<file path="config.mk">
export PLATFORM = sky130hd
export DESIGN_NAME = csc_top
export DESIGN_NICKNAME = d
export VERILOG_FILES = /design/src/rtl/csc_pkg.sv /design/src/rtl/csc_cfg.sv /design/src/rtl/csc_mult.sv /design/src/rtl/csc_sum.sv /design/src/rtl/csc_out.sv /design/src/rtl/csc_top.sv
export SDC_FILE = /design/constraint.sdc
export NUM_CORES = 2
export LEC_CHECK = 0
export CORE_MARGIN = 2
export CORE_UTILIZATION = 50
export DETAILED_ROUTE_END_ITERATION = 10
export PLACE_DENSITY = 0.66
export SETUP_SLACK_MARGIN = 0.02
export SLEW_MARGIN = 20
export SYNTH_ARGS = -nofsm -noshare
export SYNTH_HDL_FRONTEND = slang
export SYNTH_SLANG_ARGS = --single-unit
</file>
<file path="constraint.sdc">
create_clock -name clk_i -period 12.4 [get_ports clk_i]
set_input_delay 1.86 -clock clk_i [delete_from_list [all_inputs] [get_ports clk_i]]
set_output_delay 1.86 -clock clk_i [all_outputs]
set_load 0.02 [all_outputs]
</file>
<file path="src/rtl/csc_pkg.sv">
package csc_pkg;
  localparam int PIX_W    = 8;
  localparam int NCH      = 3;
  localparam int COEF_W   = 9;
  localparam int OFF_W    = 13;
  localparam int OFF_LO_W = 5;
  localparam int OFF_HI_W = OFF_W - OFF_LO_W;
  localparam int SCL_W    = 2;
  localparam int WORD_W   = 32;
  localparam int NWORDS   = 6;
  localparam int OFF_SH   = 6;
  localparam int PROD_W   = COEF_W + PIX_W + 1;
  localparam int ACC_W    = PROD_W + 3;
  localparam int BASE_SH  = PIX_W + 1;
  localparam int SAT_LO   = 16;
  localparam int SAT_Y_HI = 235;
  localparam int SAT_C_HI = 240;
  localparam int FULL_HI  = (1 << PIX_W) - 1;

  typedef enum logic [1:0] {
    PS_PROG    = 2'd0,
    PS_RGB2YCC = 2'd1,
    PS_YCC2RGB = 2'd2,
    PS_PASS    = 2'd3
  } preset_e;

  typedef struct packed {
    logic [NCH-1:0][NCH-1:0][COEF_W-1:0] coef;
    logic [NCH-1:0][OFF_W-1:0]           off;
    logic [SCL_W-1:0]                    scale;
    logic                                sat;
  } csc_par_t;

  function automatic csc_par_t preset_par(input preset_e sel);
    csc_par_t p;
    p = '0;
    case (sel)
      PS_RGB2YCC: begin
        p.coef[0][0] = 9'd77;  p.coef[0][1] = 9'd150; p.coef[0][2] = 9'd29;
        p.coef[1][0] = 9'd469; p.coef[1][1] = 9'd427; p.coef[1][2] = 9'd128;
        p.coef[2][0] = 9'd128; p.coef[2][1] = 9'd405; p.coef[2][2] = 9'd491;
        p.off[1] = 13'd512;
        p.off[2] = 13'd512;
        p.scale  = 2'd1;
      end
      PS_YCC2RGB: begin
        p.coef[0][0] = 9'd149; p.coef[0][1] = 9'd0;   p.coef[0][2] = 9'd204;
        p.coef[1][0] = 9'd149; p.coef[1][1] = 9'd462; p.coef[1][2] = 9'd408;
        p.coef[2][0] = 9'd149; p.coef[2][1] = 9'd255; p.coef[2][2] = 9'd0;
        p.off[0] = 13'h1E42;
        p.off[1] = 13'h010A;
        p.off[2] = 13'h1DD6;
        p.scale  = 2'd2;
      end
      default: begin
        for (int i = 0; i < NCH; i++) p.coef[i][i] = 9'd128;
        p.scale = 2'd2;
      end
    endcase
    return p;
  endfunction

  // field positions are fixed by the software-visible word layout
  function automatic csc_par_t unpack_words(input logic [NWORDS-1:0][WORD_W-1:0] w);
    csc_par_t p;
    p = '0;
    p.coef[0][0] = w[0][26:18]; p.coef[1][1] = w[0][17:9]; p.coef[2][2] = w[0][8:0];
    p.coef[0][1] = w[2][26:18]; p.coef[1][0] = w[2][17:9]; p.coef[2][0] = w[2][8:0];
    p.coef[0][2] = w[4][26:18]; p.coef[1][2] = w[4][17:9]; p.coef[2][1] = w[4][8:0];
    for (int i = 0; i < NCH; i++)
      p.off[i] = {w[2*i+1][OFF_HI_W-1:0], w[2*i][WORD_W-1 -: OFF_LO_W]};
    p.scale = w[1][9:8];
    p.sat   = w[1][10];
    return p;
  endfunction
endpackage

</file>
<file path="src/rtl/csc_cfg.sv">
module csc_cfg
  import csc_pkg::*;
#(
  parameter int ADDR_W = 3
) (
  input  logic              clk_i,
  input  logic              rst_ni,
  input  logic              we_i,
  input  logic [ADDR_W-1:0] addr_i,
  input  logic [WORD_W-1:0] wdata_i,
  input  logic [1:0]        preset_i,
  input  logic              commit_i,
  output csc_par_t          par_o
);
  logic [NWORDS-1:0][WORD_W-1:0] shw_q;
  csc_par_t                      act_q;
  csc_par_t                      staged;

  always_ff @(posedge clk_i or negedge rst_ni) begin
    if (!rst_ni) begin
      shw_q <= '0;
    end else if (we_i) begin
      for (int w = 0; w < NWORDS; w++)
        if (addr_i == ADDR_W'(w)) shw_q[w] <= wdata_i;
    end
  end

  always_comb begin
    if (preset_e'(preset_i) == PS_PROG) staged = unpack_words(shw_q);
    else                                staged = preset_par(preset_e'(preset_i));
  end

  always_ff @(posedge clk_i or negedge rst_ni) begin
    if (!rst_ni)       act_q <= preset_par(PS_PASS);
    else if (commit_i) act_q <= staged;
  end

  assign par_o = act_q;
endmodule

</file>
<file path="src/rtl/csc_mult.sv">
module csc_mult
  import csc_pkg::*;
(
  input  logic                                clk_i,
  input  logic                                rst_ni,
  input  logic                                en_i,
  input  logic                                vld_i,
  input  logic [NCH*PIX_W-1:0]                pix_i,
  input  csc_par_t                            par_i,
  output logic                                vld_o,
  output logic [NCH-1:0][NCH-1:0][PROD_W-1:0] prod_o,
  output logic [NCH-1:0][OFF_W-1:0]           off_o,
  output logic [SCL_W-1:0]                    scale_o,
  output logic                                sat_o
);
  logic                        vld_q;
  logic [NCH-1:0][OFF_W-1:0]   off_q;
  logic [SCL_W-1:0]            scale_q;
  logic                        sat_q;

  always_ff @(posedge clk_i or negedge rst_ni) begin
    if (!rst_ni)   vld_q <= 1'b0;
    else if (en_i) vld_q <= vld_i;
  end

  always_ff @(posedge clk_i) begin
    if (en_i) begin
      off_q   <= par_i.off;
      scale_q <= par_i.scale;
      sat_q   <= par_i.sat;
    end
  end

  for (genvar i = 0; i < NCH; i++) begin : g_row
    for (genvar j = 0; j < NCH; j++) begin : g_col
      logic signed [PROD_W-1:0] prd_q;
      logic signed [PIX_W:0]    xs;
      assign xs = {1'b0, pix_i[(NCH-1-j)*PIX_W +: PIX_W]};
      always_ff @(posedge clk_i) begin
        if (en_i) prd_q <= $signed(par_i.coef[i][j]) * xs;
      end
      assign prod_o[i][j] = prd_q;
    end
  end

  assign vld_o   = vld_q;
  assign off_o   = off_q;
  assign scale_o = scale_q;
  assign sat_o   = sat_q;
endmodule

</file>
<file path="src/rtl/csc_sum.sv">
module csc_sum
  import csc_pkg::*;
(
  input  logic                                clk_i,
  input  logic                                rst_ni,
  input  logic                                en_i,
  input  logic                                vld_i,
  input  logic [NCH-1:0][NCH-1:0][PROD_W-1:0] prod_i,
  input  logic [NCH-1:0][OFF_W-1:0]           off_i,
  input  logic [SCL_W-1:0]                    scale_i,
  input  logic                                sat_i,
  output logic                                vld_o,
  output logic [NCH-1:0][ACC_W-1:0]           acc_o,
  output logic [SCL_W-1:0]                    scale_o,
  output logic                                sat_o
);
  logic             vld_q;
  logic [SCL_W-1:0] scale_q;
  logic             sat_q;

  always_ff @(posedge clk_i or negedge rst_ni) begin
    if (!rst_ni)   vld_q <= 1'b0;
    else if (en_i) vld_q <= vld_i;
  end

  always_ff @(posedge clk_i) begin
    if (en_i) begin
      scale_q <= scale_i;
      sat_q   <= sat_i;
    end
  end

  for (genvar i = 0; i < NCH; i++) begin : g_ch
    logic signed [ACC_W-1:0] sum_d;
    logic signed [ACC_W-1:0] acc_q;
    always_comb begin
      sum_d = ACC_W'($signed(off_i[i])) <<< OFF_SH;
      for (int j = 0; j < NCH; j++)
        sum_d = sum_d + ACC_W'($signed(prod_i[i][j]));
    end
    always_ff @(posedge clk_i) begin
      if (en_i) acc_q <= sum_d;
    end
    assign acc_o[i] = acc_q;
  end

  assign vld_o   = vld_q;
  assign scale_o = scale_q;
  assign sat_o   = sat_q;
endmodule

</file>
<file path="src/rtl/csc_out.sv">
module csc_out
  import csc_pkg::*;
(
  input  logic                      clk_i,
  input  logic                      rst_ni,
  input  logic                      en_i,
  input  logic                      vld_i,
  input  logic [NCH-1:0][ACC_W-1:0] acc_i,
  input  logic [SCL_W-1:0]          scale_i,
  input  logic                      sat_i,
  output logic                      vld_o,
  output logic [NCH*PIX_W-1:0]      pix_o,
  output logic                      sat_o
);
  logic vld_q;
  logic sat_q;
  logic [3:0] sh;

  always_comb sh = 4'(BASE_SH) - {2'b00, scale_i};

  always_ff @(posedge clk_i or negedge rst_ni) begin
    if (!rst_ni)   vld_q <= 1'b0;
    else if (en_i) vld_q <= vld_i;
  end

  always_ff @(posedge clk_i) begin
    if (en_i) sat_q <= sat_i;
  end

  for (genvar i = 0; i < NCH; i++) begin : g_ch
    localparam logic signed [ACC_W:0] HI_SAT = (i == 0) ? ACC_W'(SAT_Y_HI) : ACC_W'(SAT_C_HI);
    localparam logic signed [ACC_W:0] LO_SAT = (ACC_W+1)'(SAT_LO);
    localparam logic signed [ACC_W:0] HI_RAW = (ACC_W+1)'(FULL_HI);
    logic signed [ACC_W:0] rnd, tmp, res, lo, hi;
    logic [PIX_W-1:0]      y_d, y_q;

    always_comb begin
      rnd = (ACC_W+1)'(1) << (sh - 4'd1);
      tmp = $signed({acc_i[i][ACC_W-1], acc_i[i]}) + rnd;
      res = tmp >>> sh;
      lo  = sat_i ? LO_SAT : '0;
      hi  = sat_i ? HI_SAT : HI_RAW;
      if (res < lo)      y_d = lo[PIX_W-1:0];
      else if (res > hi) y_d = hi[PIX_W-1:0];
      else               y_d = res[PIX_W-1:0];
    end

    always_ff @(posedge clk_i) begin
      if (en_i) y_q <= y_d;
    end
    assign pix_o[(NCH-1-i)*PIX_W +: PIX_W] = y_q;
  end

  assign vld_o = vld_q;
  assign sat_o = sat_q;
endmodule

</file>
<file path="src/rtl/csc_top.sv">
module csc_top
  import csc_pkg::*;
#(
  parameter int ADDR_W = 3
) (
  input  logic                 clk_i,
  input  logic                 rst_ni,
  input  logic                 cfg_we_i,
  input  logic [ADDR_W-1:0]    cfg_addr_i,
  input  logic [WORD_W-1:0]    cfg_wdata_i,
  input  logic [1:0]           preset_i,
  input  logic                 frame_start_i,
  input  logic                 in_valid_i,
  output logic                 in_ready_o,
  input  logic [NCH*PIX_W-1:0] in_pix_i,
  output logic                 out_valid_o,
  input  logic                 out_ready_i,
  output logic [NCH*PIX_W-1:0] out_pix_o
);
  csc_par_t                            act;
  logic                                adv;
  logic                                v1, v2, o_sat;
  logic [NCH-1:0][NCH-1:0][PROD_W-1:0] prod;
  logic [NCH-1:0][OFF_W-1:0]           off1;
  logic [SCL_W-1:0]                    scl1, scl2;
  logic                                sat1, sat2;
  logic [NCH-1:0][ACC_W-1:0]           acc;

  // one enable for all stages: a held output freezes the whole pipe
  assign adv        = !out_valid_o || out_ready_i;
  assign in_ready_o = adv;

  csc_cfg #(.ADDR_W(ADDR_W)) u_cfg (
    .clk_i, .rst_ni,
    .we_i     (cfg_we_i),
    .addr_i   (cfg_addr_i),
    .wdata_i  (cfg_wdata_i),
    .preset_i (preset_i),
    .commit_i (frame_start_i),
    .par_o    (act)
  );

  csc_mult u_mult (
    .clk_i, .rst_ni,
    .en_i    (adv),
    .vld_i   (in_valid_i),
    .pix_i   (in_pix_i),
    .par_i   (act),
    .vld_o   (v1),
    .prod_o  (prod),
    .off_o   (off1),
    .scale_o (scl1),
    .sat_o   (sat1)
  );

  csc_sum u_sum (
    .clk_i, .rst_ni,
    .en_i    (adv),
    .vld_i   (v1),
    .prod_i  (prod),
    .off_i   (off1),
    .scale_i (scl1),
    .sat_i   (sat1),
    .vld_o   (v2),
    .acc_o   (acc),
    .scale_o (scl2),
    .sat_o   (sat2)
  );

  csc_out u_out (
    .clk_i, .rst_ni,
    .en_i    (adv),
    .vld_i   (v2),
    .acc_i   (acc),
    .scale_i (scl2),
    .sat_i   (sat2),
    .vld_o   (out_valid_o),
    .pix_o   (out_pix_o),
    .sat_o   (o_sat)
  );
endmodule

</file>
==> run_results.csv <==
group,metric,value,unit
cells_and_area,mostFrequentLayoutCell,"inv_1",
clocking,cts_buffers,67,
grt,grt_max_degree,152,
grt,grt_use_met3,0.05722,
cells_and_area,fin_util,0.5510,
die,fp-row-count,117,
logic_synthesis,synth.mux.area_fraction,0.03357,
logic_synthesis,ys_seq_elements,540,
hold_path,hold_class,"reg2reg",
die,io_pins,93,
grt,grtUsageTotal,0.2458,
timing,finalCritPeriodShare,0.5660,
critical_path,cp_data_required_time,12.80,ns
logic_synthesis,syn_inst,5009,
clocking,htreeDepth,3,
routing,remaining_drc_errors,0,
critical_path,startpoint,"in_pix_i[17]",
die,start_util,0.5048,
clocking,tritoncts,"yes",
grt,gr-total-overflow,0,
routing,drt-initial-drc-count,2403,
critical_path,reg2reg_to,"u_out.g_ch[1].y_q[1]",
critical_path,cp-end-kind,"flop",
logic_synthesis,postSynthAreaPerCell,10.27,µm²
logic_synthesis,ys_warn_count,0,
logic_synthesis,yosysTopAreaCell,"fa_1",
timing,slew_violations,0,
timing,skew,0.04162,ns
clocking,clk_pin_slew,0.06,ns
die,dieArea,105500,µm²
critical_path,r2r_slack,6.77,ns
timing,fin_crit,7.018,ns
logic_synthesis,async_flop_share,0.4611,
critical_path,endpoint,"u_mult.g_row[0].g_col[0].prd_q[14]",
grt,grt_antenna_before_repair,13,
logic_synthesis,synth-simple-area-share,0.1196,
critical_path,cp-start-kind,"primary input",
placed_design,place_congestion,0.8704,
logic_synthesis,synth_edf_count,291,
critical_path,path_class,"in2reg",
clocking,cts_setup_buffers,0,
critical_path,r2r-start,"u_sum.scale_o[1]",
timing,max_slew_margin,0.2272,
clocking,clockRootBuffer,"clkbuf_16",
logic_synthesis,synth_compound_area_frac,0.08346,
grt,gr-usage-met1,0.3449,
routing,antenna_left,0,
logic_synthesis,synthDistinctLibCells,92,
clocking,cts.sinks,540,
logic_synthesis,synth-xor-area-share,0.03335,
critical_path,reg2reg_depth,20,
logic_synthesis,synth_area_leaders,"fa_1 25%, edfxtp_1 17%, dfrtp_1 12%",
logic_synthesis,synth_top_area_share,0.2475,
timing,hold_violations,0,
critical_path,crit_path_max_fanout,27,
logic_synthesis,synth_top_family_by_area,"adder cells",
routing,wl_per_cell,19.49,µm
pwr,ir_worst_vdd,288.9,µV
grt,grt_pass1_vias,35380,
clocking,holdBufCountCts,0,
routing,drt_pre_antenna_iters,5,
routing,routed_wl,126300,µm
grt,grt_first_pass_wirelength,200600,µm
logic_synthesis,ys_seq_area_frac,0.2911,
grt,use_met2,0.3750,
cells_and_area,nets,6211,
die,core,101900,µm²
cells_and_area,final_cell_mix,"930 x inv_1, 636 x fa_1, 453 x ha_1",
critical_path,crit_arrival,7.42,ns
die,die_y,324.7,µm
run_status,status,"finished clean",
timing,rsz0062_at_grt,"no",
timing,clock.fmax,142.5,MHz
placed_design,hpwl,96920,µm
logic_synthesis,synthFlopType,"edfxtp_1",
pwr,power.leakage,0.02626,µW
clocking,clock_latency,0.65,ns
routing,routed_via_density,5.352,
clocking,ctsResizeCount,0,
cells_and_area,area_growth,9.149,%
logic_synthesis,synth_area,51440,µm²
routing,vias,34680,
pwr,power.density,288.6,nW/µm²
timing,worst_pin_slew,1.156,ns
run,max_cap_viol_count,0,
logic_synthesis,synth_fa_ha_area_frac,0.3580,
grt,grt.busiest_layer,"met2",
placed_design,port_buffers,92,
timing,setup_viol,0,
die,die_w,324.7,µm
clocking,clockBufferDepth,3,
timing,setup_tns,0,ns
cells_and_area,drive_gt1_frac,0.06596,
[how the worst min path moves through the flow]
stage | slack, ns | startpoint | to | cells after the start
after global routing | 0.44 | u_mult.sat_o | u_sum.sat_o | 0
after floorplan | 0.40 | u_mult.sat_o | u_sum.sat_o | 0
final | 0.42 | u_mult.sat_o | u_sum.sat_o | 0
after global placement | 0.40 | u_mult.sat_o | u_sum.sat_o | 0
after detailed placement | 0.40 | u_mult.scale_o[1] | u_sum.scale_o[1] | 0
after CTS | 0.42 | u_mult.sat_o | u_sum.sat_o | 0
[through the flow]
step | cells | instance area [µm²] | worst slack (ns) | total power (µW) | hold slack (ns)
2_1_floorplan | 5041 | 51560 | 1.520 | 11150 | 0.4003
3_3_place_gp | 6353 | 53820 | 4.917 | 13840 | 0.4033
3_5_place_dp | 6353 | 53820 | 4.788 | 14050 | 0.4045
4_1_cts | 6477 | 56150 | 5.433 | 16200 | 0.4205
5_1_grt | 6477 | 56140 | 5.073 | 17700 | 0.4413
6_report | 6480 | 56140 | 5.382 | 16200 | 0.4200
[cells by family after synthesis]
logic type,Yosys count
AND/OR/NAND/NOR,1228
buffers and inverters,1108
adder cells (fa/ha/maj),1090
AO/OA/AOI/OAI,696
flip-flops,540
XOR/XNOR,195
multiplexers,151
other,1
[where the power goes]
part           leakage, µW  internal (µW)  total [µW]  switching (µW)
logic               0.0191           4450       10500            6040
registers          0.00601           3120        3660             536
clock network      0.00113           1190        2060             869
total               0.0263           8760       16200            7440
[flip-flops by register name (all words and copies together) (netlist names), 2 cells and up]
name and cells:
u_mult.g_row.g_col.prd_q 162, u_cfg.par_o 123, u_cfg.shw_q 123, u_sum.g_ch.acc_q 60
u_mult.off_o 39, u_out.g_ch.y_q 24, u_mult.scale_o 2, u_sum.scale_o 2
[cell usage after synthesis (56+ instances only)]
| master | instances |
|---|---|
| a21oi_1 | 299 |
| ha_1 | 454 |
| edfxtp_1 | 291 |
| and2_1 | 412 |
| o21ai_0 | 146 |
| fa_1 | 636 |
| dfrtp_1 | 245 |
| nand2_1 | 361 |
| inv_1 | 930 |
| xor2_1 | 56 |
| nand3_1 | 77 |
| mux2_2 | 126 |
| xnor2_1 | 138 |
| clkbuf_1 | 151 |
| nor2_1 | 219 |
[cell type report]
type                            instances  area, µm²
Fill cell                            8983      45750
Multi-Input combinational cell       3393      32490
Sequential cell                       540      14970
Inverter                              930       3491
Clock buffer                           87       1844
Tap cell                             1368       1712
Timing Repair Buffer                  122       1142
Clock inverter                         37      485.5
Antenna cell                            3      7.507
[metal layers]
layer  routed length (µm)  up-vias
li1                     -    16150
met1                56130    17340
met2                55350      969
met3                 9839      215
met4                 4872       14
met5                  103        -
[critical path, cell delays in order]
cell	delay (ns)
clkdlybuf4s50_1	1.23
nand2_1	0.18
fa_1	0.55
inv_1	0.04
ha_1	0.27
ha_1	0.27
inv_1	0.05
fa_1	0.43
inv_1	0.07
ha_1	0.17
inv_1	0.07
fa_1	0.45
nor2b_1	0.14
o21ai_0	0.11
a21boi_0	0.26
o21ai_0	0.15
a21boi_0	0.28
o21ai_0	0.16
a21boi_0	0.25
o21ai_0	0.15
nor2b_1	0.16
xnor2_1	0.12
Note: power is estimated with default switching activity, not from simulation.
